[config.mk]
export PLATFORM = sky130hd
export DESIGN_NAME = dither_noise_gen
export DESIGN_NICKNAME = d
export VERILOG_FILES = /design/src/rtl/dng_pkg.sv /design/src/rtl/dng_ctrl.sv /design/src/rtl/dng_lfsr.sv /design/src/rtl/dng_mask.sv /design/src/rtl/dng_satadd.sv /design/src/rtl/dither_noise_gen.sv
export SDC_FILE = /design/constraint.sdc
export NUM_CORES = 1
export LEC_CHECK = 0
export ABC_CLOCK_PERIOD_IN_PS = 2400
export BUFFER_PORTS_ARGS = -buffer_cell sky130_fd_sc_hd__buf_4
export CORE_UTILIZATION = 48
export DETAILED_ROUTE_END_ITERATION = 8
export PLACE_DENSITY = 0.74
export SYNTH_ARGS = -nofsm -noshare
export SYNTH_HDL_FRONTEND = slang
export SYNTH_SLANG_ARGS = --single-unit
[constraint.sdc]
create_clock -name clk -period 2.4 [get_ports clk]
set_input_delay 0.24 -clock clk [delete_from_list [all_inputs] [get_ports clk]]
set_output_delay 0.24 -clock clk [all_outputs]
set_load 0.01 [all_outputs]
[src/rtl/dng_pkg.sv]
package dng_pkg;

    localparam int unsigned DNG_W      = 12;
    localparam int unsigned DNG_CODE_W = 4;
    localparam logic [DNG_W-1:0] DNG_SEED = 12'hAAA;
    // taps at bits 0, 1, 4 and 6 of the polynomial x^12+x^6+x^4+x+1
    localparam logic [DNG_W-1:0] DNG_TAPS = 12'h053;

    typedef enum logic [1:0] {
        ST_SEEDED = 2'd0,
        ST_HALTED = 2'd1,
        ST_RUN    = 2'd2
    } run_state_e;

endpackage

[src/rtl/dng_ctrl.sv]
module dng_ctrl
    import dng_pkg::*;
(
    input  logic clk,
    input  logic rst_n,
    input  logic noise_sel_i,
    input  logic trig_en_i,
    input  logic step_i,
    output logic accept_o,
    output logic reseed_o
);

    run_state_e state_q;
    run_state_e state_d;

    // state register
    always_ff @(posedge clk or negedge rst_n) begin
        if (!rst_n) begin
            state_q <= ST_SEEDED;
        end else begin
            state_q <= state_d;
        end
    end

    // transitions
    always_comb begin
        state_d = state_q;
        unique case (state_q)
            ST_SEEDED: begin
                if (noise_sel_i && trig_en_i) begin
                    state_d = ST_RUN;
                end else if (noise_sel_i) begin
                    state_d = ST_HALTED;
                end
            end
            ST_HALTED: begin
                if (!noise_sel_i) begin
                    state_d = ST_SEEDED;
                end else if (trig_en_i) begin
                    state_d = ST_RUN;
                end
            end
            ST_RUN: begin
                if (!noise_sel_i) begin
                    state_d = ST_SEEDED;
                end else if (!trig_en_i) begin
                    state_d = ST_HALTED;
                end
            end
            default: state_d = ST_SEEDED;
        endcase
    end

    // outputs
    always_comb begin
        accept_o = 1'b0;
        reseed_o = 1'b0;
        unique case (state_q)
            ST_SEEDED: begin
                reseed_o = 1'b1;
            end
            ST_HALTED: begin
                reseed_o = !noise_sel_i;
            end
            ST_RUN: begin
                reseed_o = !noise_sel_i;
                accept_o = step_i && noise_sel_i && trig_en_i;
            end
            default: begin
                reseed_o = 1'b1;
            end
        endcase
        if (!noise_sel_i) begin
            reseed_o = 1'b1;
        end
    end

    AST_RUN_ENTRY: assert property (@(posedge clk) disable iff (!rst_n)
        (noise_sel_i && trig_en_i) |=> (state_q == ST_RUN));

    AST_SEED_ENTRY: assert property (@(posedge clk) disable iff (!rst_n)
        !noise_sel_i |=> (state_q == ST_SEEDED) && !accept_o);

endmodule

[src/rtl/dng_lfsr.sv]
module dng_lfsr #(
    parameter int unsigned          WIDTH = dng_pkg::DNG_W,
    parameter logic [WIDTH-1:0]     SEED  = dng_pkg::DNG_SEED,
    parameter logic [WIDTH-1:0]     TAPS  = dng_pkg::DNG_TAPS
) (
    input  logic             clk,
    input  logic             rst_n,
    input  logic             reseed_i,
    input  logic             advance_i,
    output logic [WIDTH-1:0] state_o
);

    localparam logic [WIDTH-1:0] INJECT = {1'b1, {(WIDTH-1){1'b0}}};

    logic [WIDTH-1:0] state_q;
    logic [WIDTH-1:0] next_val;
    logic             feedback;

    assign feedback = ^(state_q & TAPS);

    always_comb begin
        if (state_q == '0) begin
            next_val = INJECT;
        end else begin
            next_val = {feedback, state_q[WIDTH-1:1]};
        end
    end

    always_ff @(posedge clk or negedge rst_n) begin
        if (!rst_n) begin
            state_q <= SEED;
        end else if (reseed_i) begin
            state_q <= SEED;
        end else if (advance_i) begin
            state_q <= next_val;
        end
    end

    assign state_o = state_q;

    AST_NO_LOCKUP: assert property (@(posedge clk) disable iff (!rst_n)
        state_q != '0);

    AST_SHIFT_RIGHT: assert property (@(posedge clk) disable iff (!rst_n)
        (advance_i && !reseed_i && state_q != '0)
        |=> state_q[WIDTH-2:0] == $past(state_q[WIDTH-1:1]));

    AST_RESEED: assert property (@(posedge clk) disable iff (!rst_n)
        reseed_i |=> state_q == SEED);

endmodule

[src/rtl/dng_mask.sv]
module dng_mask #(
    parameter int unsigned WIDTH  = dng_pkg::DNG_W,
    parameter int unsigned CODE_W = dng_pkg::DNG_CODE_W
) (
    input  logic              clk,
    input  logic              rst_n,
    input  logic              chan_en_i,
    input  logic [CODE_W-1:0] code_i,
    output logic [WIDTH-1:0]  mask_o
);

    logic [CODE_W-1:0] code_q;

    // capture only while the channel is disabled
    always_ff @(posedge clk or negedge rst_n) begin
        if (!rst_n) begin
            code_q <= '0;
        end else if (!chan_en_i) begin
            code_q <= code_i;
        end
    end

    // bit g kept when g <= code; codes beyond WIDTH-1 keep everything
    for (genvar g = 0; g < WIDTH; g++) begin : g_bit
        assign mask_o[g] = (int'(code_q) >= g);
    end

    AST_CODE_FROZEN: assert property (@(posedge clk) disable iff (!rst_n)
        chan_en_i |=> $stable(code_q));

    AST_MASK_CONTIG: assert property (@(posedge clk) disable iff (!rst_n)
        mask_o[0] && ($countones(mask_o + 1'b1) <= 1));

endmodule

[src/rtl/dng_satadd.sv]
module dng_satadd #(
    parameter int unsigned WIDTH = dng_pkg::DNG_W
) (
    input  logic [WIDTH-1:0] base_i,
    input  logic [WIDTH-1:0] addend_i,
    output logic [WIDTH-1:0] sum_o
);

    logic [WIDTH:0] raw;

    assign raw   = {1'b0, base_i} + {1'b0, addend_i};
    assign sum_o = raw[WIDTH] ? {WIDTH{1'b1}} : raw[WIDTH-1:0];

endmodule

[src/rtl/dither_noise_gen.sv]
module dither_noise_gen
    import dng_pkg::*;
(
    input  logic                  clk,
    input  logic                  rst_n,
    input  logic                  noise_sel_i,
    input  logic                  trig_en_i,
    input  logic                  chan_en_i,
    input  logic                  step_i,
    input  logic [DNG_CODE_W-1:0] mask_code_i,
    input  logic [DNG_W-1:0]      base_i,
    output logic [DNG_W-1:0]      sum_o,
    output logic [DNG_W-1:0]      state_o
);

    logic             accept;
    logic             reseed;
    logic [DNG_W-1:0] lfsr_val;
    logic [DNG_W-1:0] mask;
    logic [DNG_W-1:0] sum_next;
    logic [DNG_W-1:0] sum_q;

    dng_ctrl u_ctrl (
        .clk         (clk),
        .rst_n       (rst_n),
        .noise_sel_i (noise_sel_i),
        .trig_en_i   (trig_en_i),
        .step_i      (step_i),
        .accept_o    (accept),
        .reseed_o    (reseed)
    );

    dng_lfsr #(
        .WIDTH (DNG_W),
        .SEED  (DNG_SEED),
        .TAPS  (DNG_TAPS)
    ) u_lfsr (
        .clk       (clk),
        .rst_n     (rst_n),
        .reseed_i  (reseed),
        .advance_i (accept),
        .state_o   (lfsr_val)
    );

    dng_mask #(
        .WIDTH  (DNG_W),
        .CODE_W (DNG_CODE_W)
    ) u_mask (
        .clk       (clk),
        .rst_n     (rst_n),
        .chan_en_i (chan_en_i),
        .code_i    (mask_code_i),
        .mask_o    (mask)
    );

    dng_satadd #(
        .WIDTH (DNG_W)
    ) u_add (
        .base_i   (base_i),
        .addend_i (lfsr_val & mask),
        .sum_o    (sum_next)
    );

    always_ff @(posedge clk or negedge rst_n) begin
        if (!rst_n) begin
            sum_q <= '0;
        end else if (accept) begin
            sum_q <= sum_next;
        end
    end

    assign sum_o   = sum_q;
    assign state_o = lfsr_val;

    AST_NO_OVERFLOW: assert property (@(posedge clk) disable iff (!rst_n)
        accept |=> sum_o >= $past(base_i));

    AST_SUM_HOLD: assert property (@(posedge clk) disable iff (!rst_n)
        !accept |=> $stable(sum_o));

    AST_TRIG_HOLD: assert property (@(posedge clk) disable iff (!rst_n)
        (noise_sel_i && !trig_en_i) |=> $stable(state_o));

endmodule

After elaboration in Yosys (flattened, before gate mapping)
Index checks and enable logic that the tools add are counted.

Output and inout port bits: 24. Memories kept: 0. Flip-flop bits (word level): 30. Bits of input ports: 22. Bits in latches: 0. Bits in read-only memories: 0. Bits in writable memories: 0. Word-level logic and storage cells: 46.

Div/mod/pow operators: 0. Shift operators: 0. Mux-type cells: 14. Add/subtract/negate cells: 1. Bitwise operators: 1. Magnitude comparators: 11. Equal/unequal tests: 5. $mul: 0. Reduce and logical (&&, ||, !) cells: 10.

Operators by type and width (count): $mux 12 (4); $ge 4x3->1 const B (4); $ge 4x4->1 const B (4); $add 12x12->13 (1); $and 12x12->12 (1); $logic_not 12->1 (1); $mux 2 (6); $reduce_xor 12->1 (1); $ge 4x2->1 const B (2); $ne 3x3->1 const B (2); $pmux 2 s3 (1); $ge 4x1->1 const B (1); $logic_and 1x1->1 (3); $mux 1 (3); $ne 3x2->1 const B (1); $reduce_and 3->1 (1); $eq 2x1->1 const B (1); $eq 2x2->1 const B (1); $logic_not 2->1 (1); $reduce_bool 2->1 (1); $reduce_or 2->1 (1); $logic_not 1->1 (1).

Logic depth before layout (Yosys ltp)
Depth in word-level cells: 5. Gate-level depth with buffers: 11. Mapped depth without buffers: 9.

By module
A second synthesis with hierarchy kept.

Cell total of the unflattened synthesis: 215. Area total of the unflattened synthesis: 2209.6 um^2.

Modules (own cells, without submodules): dng_satadd (cells each 79, seq. area each 0.0 um^2, area an instance 588.1 um^2, instances 1); dng_lfsr (cells each 50, seq. area each 307.8 um^2, area an instance 563.0 um^2, instances 1); dither_noise_gen (cells each 37, seq. area each 300.3 um^2, area an instance 559.3 um^2, instances 1); dng_mask (cells each 26, seq. area each 100.1 um^2, area an instance 266.5 um^2, instances 1); dng_ctrl (cells each 23, seq. area each 50.0 um^2, area an instance 232.7 um^2, instances 1).

Worst setup path before layout
OpenSTA, ideal clock, no wires.

Kind: reg-to-reg. Start point: register u_mask.code_q[2]. End point: register sum_q[11], in the netlist sum_o[11]. Stages on the path, launching flop included: 9. Period minus slack after synthesis: 2509 ps. Path buffers: 1. Data required time: 2280 ps. Library setup time: 120 ps. Data arrival time: 2389 ps. Setup slack: -109 ps. Cells stage by stage: dfrtp_1 > clkbuf_1 > o31a_1 > ha_1 > and3_4 > a2111oi_4 > and3b_1 > or3b_1 > o211a_1.

Longest elaborated chain between the ends: 4. Elaborated cells on any way between the ends: 14. Those cells by class: add/sub: 1; order compare: 11; mux: 1; bitwise: 1.

Ends and longest elaborated chain: start, declared (RTL line dng_mask.sv:12) `logic [CODE_W-1:0] code_q;`; start signal, assigned (RTL line dng_mask.sv:19) `code_q <= code_i;`; $ge 4x1->1, or another cell as far along (RTL line dng_mask.sv:25) `assign mask_o[g] = (int'(code_q) >= g);`; $and 12x12->12 (*) (RTL line dither_noise_gen.sv:60) `.addend_i (lfsr_val & mask),`; $add 12x12->13 (*) (RTL line dng_satadd.sv:11) `assign raw = {1'b0, base_i} + {1'b0, addend_i};`; $mux 12 (*) (RTL line dng_satadd.sv:12) `assign sum_o = raw[WIDTH] ? {WIDTH{1'b1}} : raw[WIDTH-1:0];`; end signal, assigned (RTL line dither_noise_gen.sv:68) `sum_q <= sum_next;`; end, declared (RTL line dither_noise_gen.sv:21) `logic [DNG_W-1:0] sum_q;`.

Mark *: on every way between the ends. The rest lies on a longest branch, timed or not. A chain may end at the register's enable or synchronous reset.

Final worst setup path
Start point: register u_mask.code_q[0]. End point: register sum_q[11], in the netlist sum_o[11].

The elaborated chain is that of the path after synthesis.

==> impl_metrics.yaml <==
placement:
  dp_hpwl_mm: 3.83
  gp_congestion: 0.949
  io_buffers: 45
worst_setup_path:
  crit_chain: "buf_4, a31oi_1, nor2b_1, ha_1, o21a_1, a2111oi_4, a21oi_1, or3b_1, o211a_1"
  worstPathMaxFanout: 5
  worstRegToRegCells: 9
  r2r_start: "u_mask.code_q[0]$_DFFE_PN0N_"
  slowest_delay_ns: 0.42
  crit_slowest_cell: "dfrtp_1"
  crit_arrival_ns: 2.77
  r2r_end: "sum_o[11]$_DFFE_PN0P_"
  cp_data_required_time_ns: 2.58
  endpoint_kind: "flip-flop"
  crit_type: "reg -> reg"
  r2r_setup_slack_ns: -0.18
  critPathLaunchType: "flip-flop"
global_route:
  grt_pass1_wl_mm: 8.29
  grt.total_usage: 0.262
  grt_max_degree: 31
  gr-total-overflow: 0
  antenna_found_initial: 0
  grt_pass1_vias: 1833
routing:
  vias_per_cell: 5.96
  num_vias: 1938
  wire_per_inst_um: 18.4
  routed-wl-met2_mm: 3.16
  met3_length_um: 320
  antenna_left: 0
  drc: 0
  routed.top_layer: "met4"
  routed_wl_mm: 5.99
  first_pass_iters: 5
  drtIter0Drc: 147
  drt-met1-wl_mm: 2.24
die:
  pin_count: 46
  die_area_mm2: 0.00431
  core-area_mm2: 0.00377
  dieHeight_um: 65.6
  dieWidth_um: 65.6
  start_util: 0.515
  row_count: 22
worst_hold_path:
  hp-class: "in -> reg"
  hold_start: "mask_code_i[0]"
  hold_end: "u_mask.code_q[0]$_DFFE_PN0N_"
  hold_depth: 2
sta:
  finClkSkew_ns: 0.00956
  maxSlewViolCount: 0
  tightest_slew_ns: 0.746
  slew_headroom: 0.499
  fin_crit_sh: 1.08
  period_needed_ns: 2.58
  rsz0062_at_grt: "true"
  hold_viol: 0
  fmax_ghz: 0.387
  worst_slack_ns: -0.183
  setup_viol: 12
  fin_tns_setup_ns: -0.758
cts:
  clk-insertion-delay-late_ns: 0.30
  clk_pin_slew_worst_paths_ns: 0.06
  clockBufferDepth: 2
  cts_buffers: 5
  root_buffer: "clkbuf_8"
  cts_tree: "built"
  h-tree-depth: 2
  clock_sinks: 30
synth:
  yosys_warnings: 0
  synth-edff-count: 0
  synth_top_family_by_area: "compound AO/OA/AOI/OAI gates"
  synth_fa_ha_area_frac: 0.120
  syn_inst: 187
  synth-simple-area-share: 0.117
  synth-async-reset-ratio: 1.00
  synth_compound_area_frac: 0.272
  synth-seq-cells: 30
  synthMuxAreaShare: 0.0283
  syn_nets: 227
  syn-cell-area_mm2: 0.00194
  synth_xor_xnor_area_share: 0.0451
  synth.distinct_cells: 47
  synth_area_per_cell_um2: 10.4
  ys.flop_type: "dfrtp_1"
  ys_seq_area_frac: 0.390
power_and_ir_drop:
  ir_drop_mv: 0.399
  power.density_mw_per_mm2: 719
  power_mw: 2.07
  leakagePower_nw: 1.37
flow_run:
  cap_violations: 0
outcome:
  status: "finished, violations left"
  violations: "setup timing"
cells_and_area:
  area_growth_pct: 48.4
  antenna_cells: 0
  layout-drive-gt1-share: 0.469
  nets: 317
## cells by family (layout without fill, tap and decap cells)
family	count (synthesis)	count (layout)
buffers and inverters	13	102
and+or+nand+nor	41	41
DFF	30	30
xor gates and xnor gates	10	10
muxes	5	5
AOI/OAI and AO/OA	70	71
adders and majority gates	18	18
## flip-flops by register name, summed over array words and instances, names as in the netlist
register and count:
sum_o 12, u_ctrl.state_q 2, u_lfsr.state_o 12, u_mask.code_q 4
## worst max path at each step
stage	start	to	slack, ns	cells past startpoint
after floorplan	u_mask.code_q[2]$_DFFE_PN0N_	sum_o[11]$_DFFE_PN0P_	-0.02	9
after global placement	u_mask.code_q[1]$_DFFE_PN0N_	sum_o[4]$_DFFE_PN0P_	-0.13	7
after detailed placement	u_mask.code_q[2]$_DFFE_PN0N_	sum_o[9]$_DFFE_PN0P_	-0.24	8
after CTS	u_lfsr.state_o[1]$_DFFE_PN1P_	sum_o[11]$_DFFE_PN0P_	-0.05	8
after global routing	u_mask.code_q[0]$_DFFE_PN0N_	sum_o[11]$_DFFE_PN0P_	-0.27	9
final	u_mask.code_q[0]$_DFFE_PN0N_	sum_o[11]$_DFFE_PN0P_	-0.18	9
## timing repair
action,4_1_cts,5_1_grt
cloned,0,1
hold buffers,1,0
setup buffers,12,9
endpoints found under the setup margin,12,12
resized for setup,12,17
endpoints found under the hold margin,24,0
pin swaps,12,22
## power by group
part | switching, mW | internal [mW] | total, mW
sequential | 0.0897 | 0.642 | 0.732
combinational | 0.440 | 0.511 | 0.952
clock | 0.194 | 0.194 | 0.388
total | 0.725 | 1.35 | 2.07
## synth_stat cells (2+ instances only)
cell type / n / area, µm²
o21a_1: 2 / 15.0
a31oi_1: 3 / 18.8
xnor2_1: 5 / 43.8
ha_1: 17 / 213
dfrtp_1: 24 / 601
xor2_1: 5 / 43.8
inv_1: 6 / 22.5
and3_1: 4 / 25.0
nor4_1: 2 / 12.5
mux2_2: 4 / 45.0
a22o_1: 5 / 43.8
nand3_1: 2 / 10.0
nor2b_1: 5 / 31.3
clkbuf_1: 6 / 22.5
a21oi_1: 14 / 70.1
and2_1: 2 / 12.5
o2111ai_1: 2 / 17.5
nand2_1: 10 / 37.5
o21ai_0: 10 / 50.1
nor2_1: 7 / 26.3
a21o_1: 4 / 30.0
o22a_1: 15 / 131
a211oi_1: 2 / 15.0
dfstp_2: 6 / 158
o211a_1: 2 / 20.0
o211ai_1: 2 / 15.0
## cell usage in the layout (no fill, tap or decap), types with 3 or more instances in the layout
cell,netlist,layout
nor2b_1,5,5
o22a_1,15,15
xor2_1,5,5
a31oi_1,3,3
dfrtp_2,0,3
mux2_2,4,4
nand2_1,10,10
ha_4,0,3
inv_1,6,5
a22o_1,5,5
and3_1,4,4
ha_1,17,14
a21oi_1,14,12
clkbuf_8,0,5
xnor2_1,5,5
buf_4,1,86
a2111oi_4,1,3
nor2_1,7,5
a21o_1,4,4
dfstp_2,6,6
dfrtp_1,24,21
o21ai_0,10,7
## critical path, delay by kind of cell (launching register included)
family / cells / cell delay (ns)
buf+inv: 1 / 0.18
flops: 1 / 0.42
simple gates: 2 / 0.49
compound gates: 5 / 1.03
fa+ha+maj: 1 / 0.37
## cell type report
| cell class | instances | area (µm²) |
|---|---|---|
| Sequential cell | 30 | 762 |
| Timing Repair Buffer | 89 | 678 |
| Tap cell | 48 | 60.1 |
| Fill cell | 239 | 888 |
| Inverter | 6 | 22.5 |
| Multi-Input combinational cell | 145 | 1280 |
| Clock inverter | 2 | 10.0 |
| Clock buffer | 5 | 68.8 |
## layer usage
metal / up-vias / global-route usage
met5: - / 0
met4: 0 / 0.117
met3: 24 / 0.0903
met2: 79 / 0.468
met1: 946 / 0.273
li1: 889 / -
## metrics by stage
step	cell area [µm²]	hold slack, ns	setup slack (ns)	instances	util
global placement	2510	0.178	-0.125	296	0.665
finish	2880	0.183	-0.183	325	0.764
floorplan	1970	-0.0556	-0.0167	187	-
CTS	2730	0.178	-0.0484	315	0.723
global route	2880	0.188	-0.274	325	0.764
detailed placement	2510	0.186	-0.236	296	0.665
(Power assumes the default switching activity.)
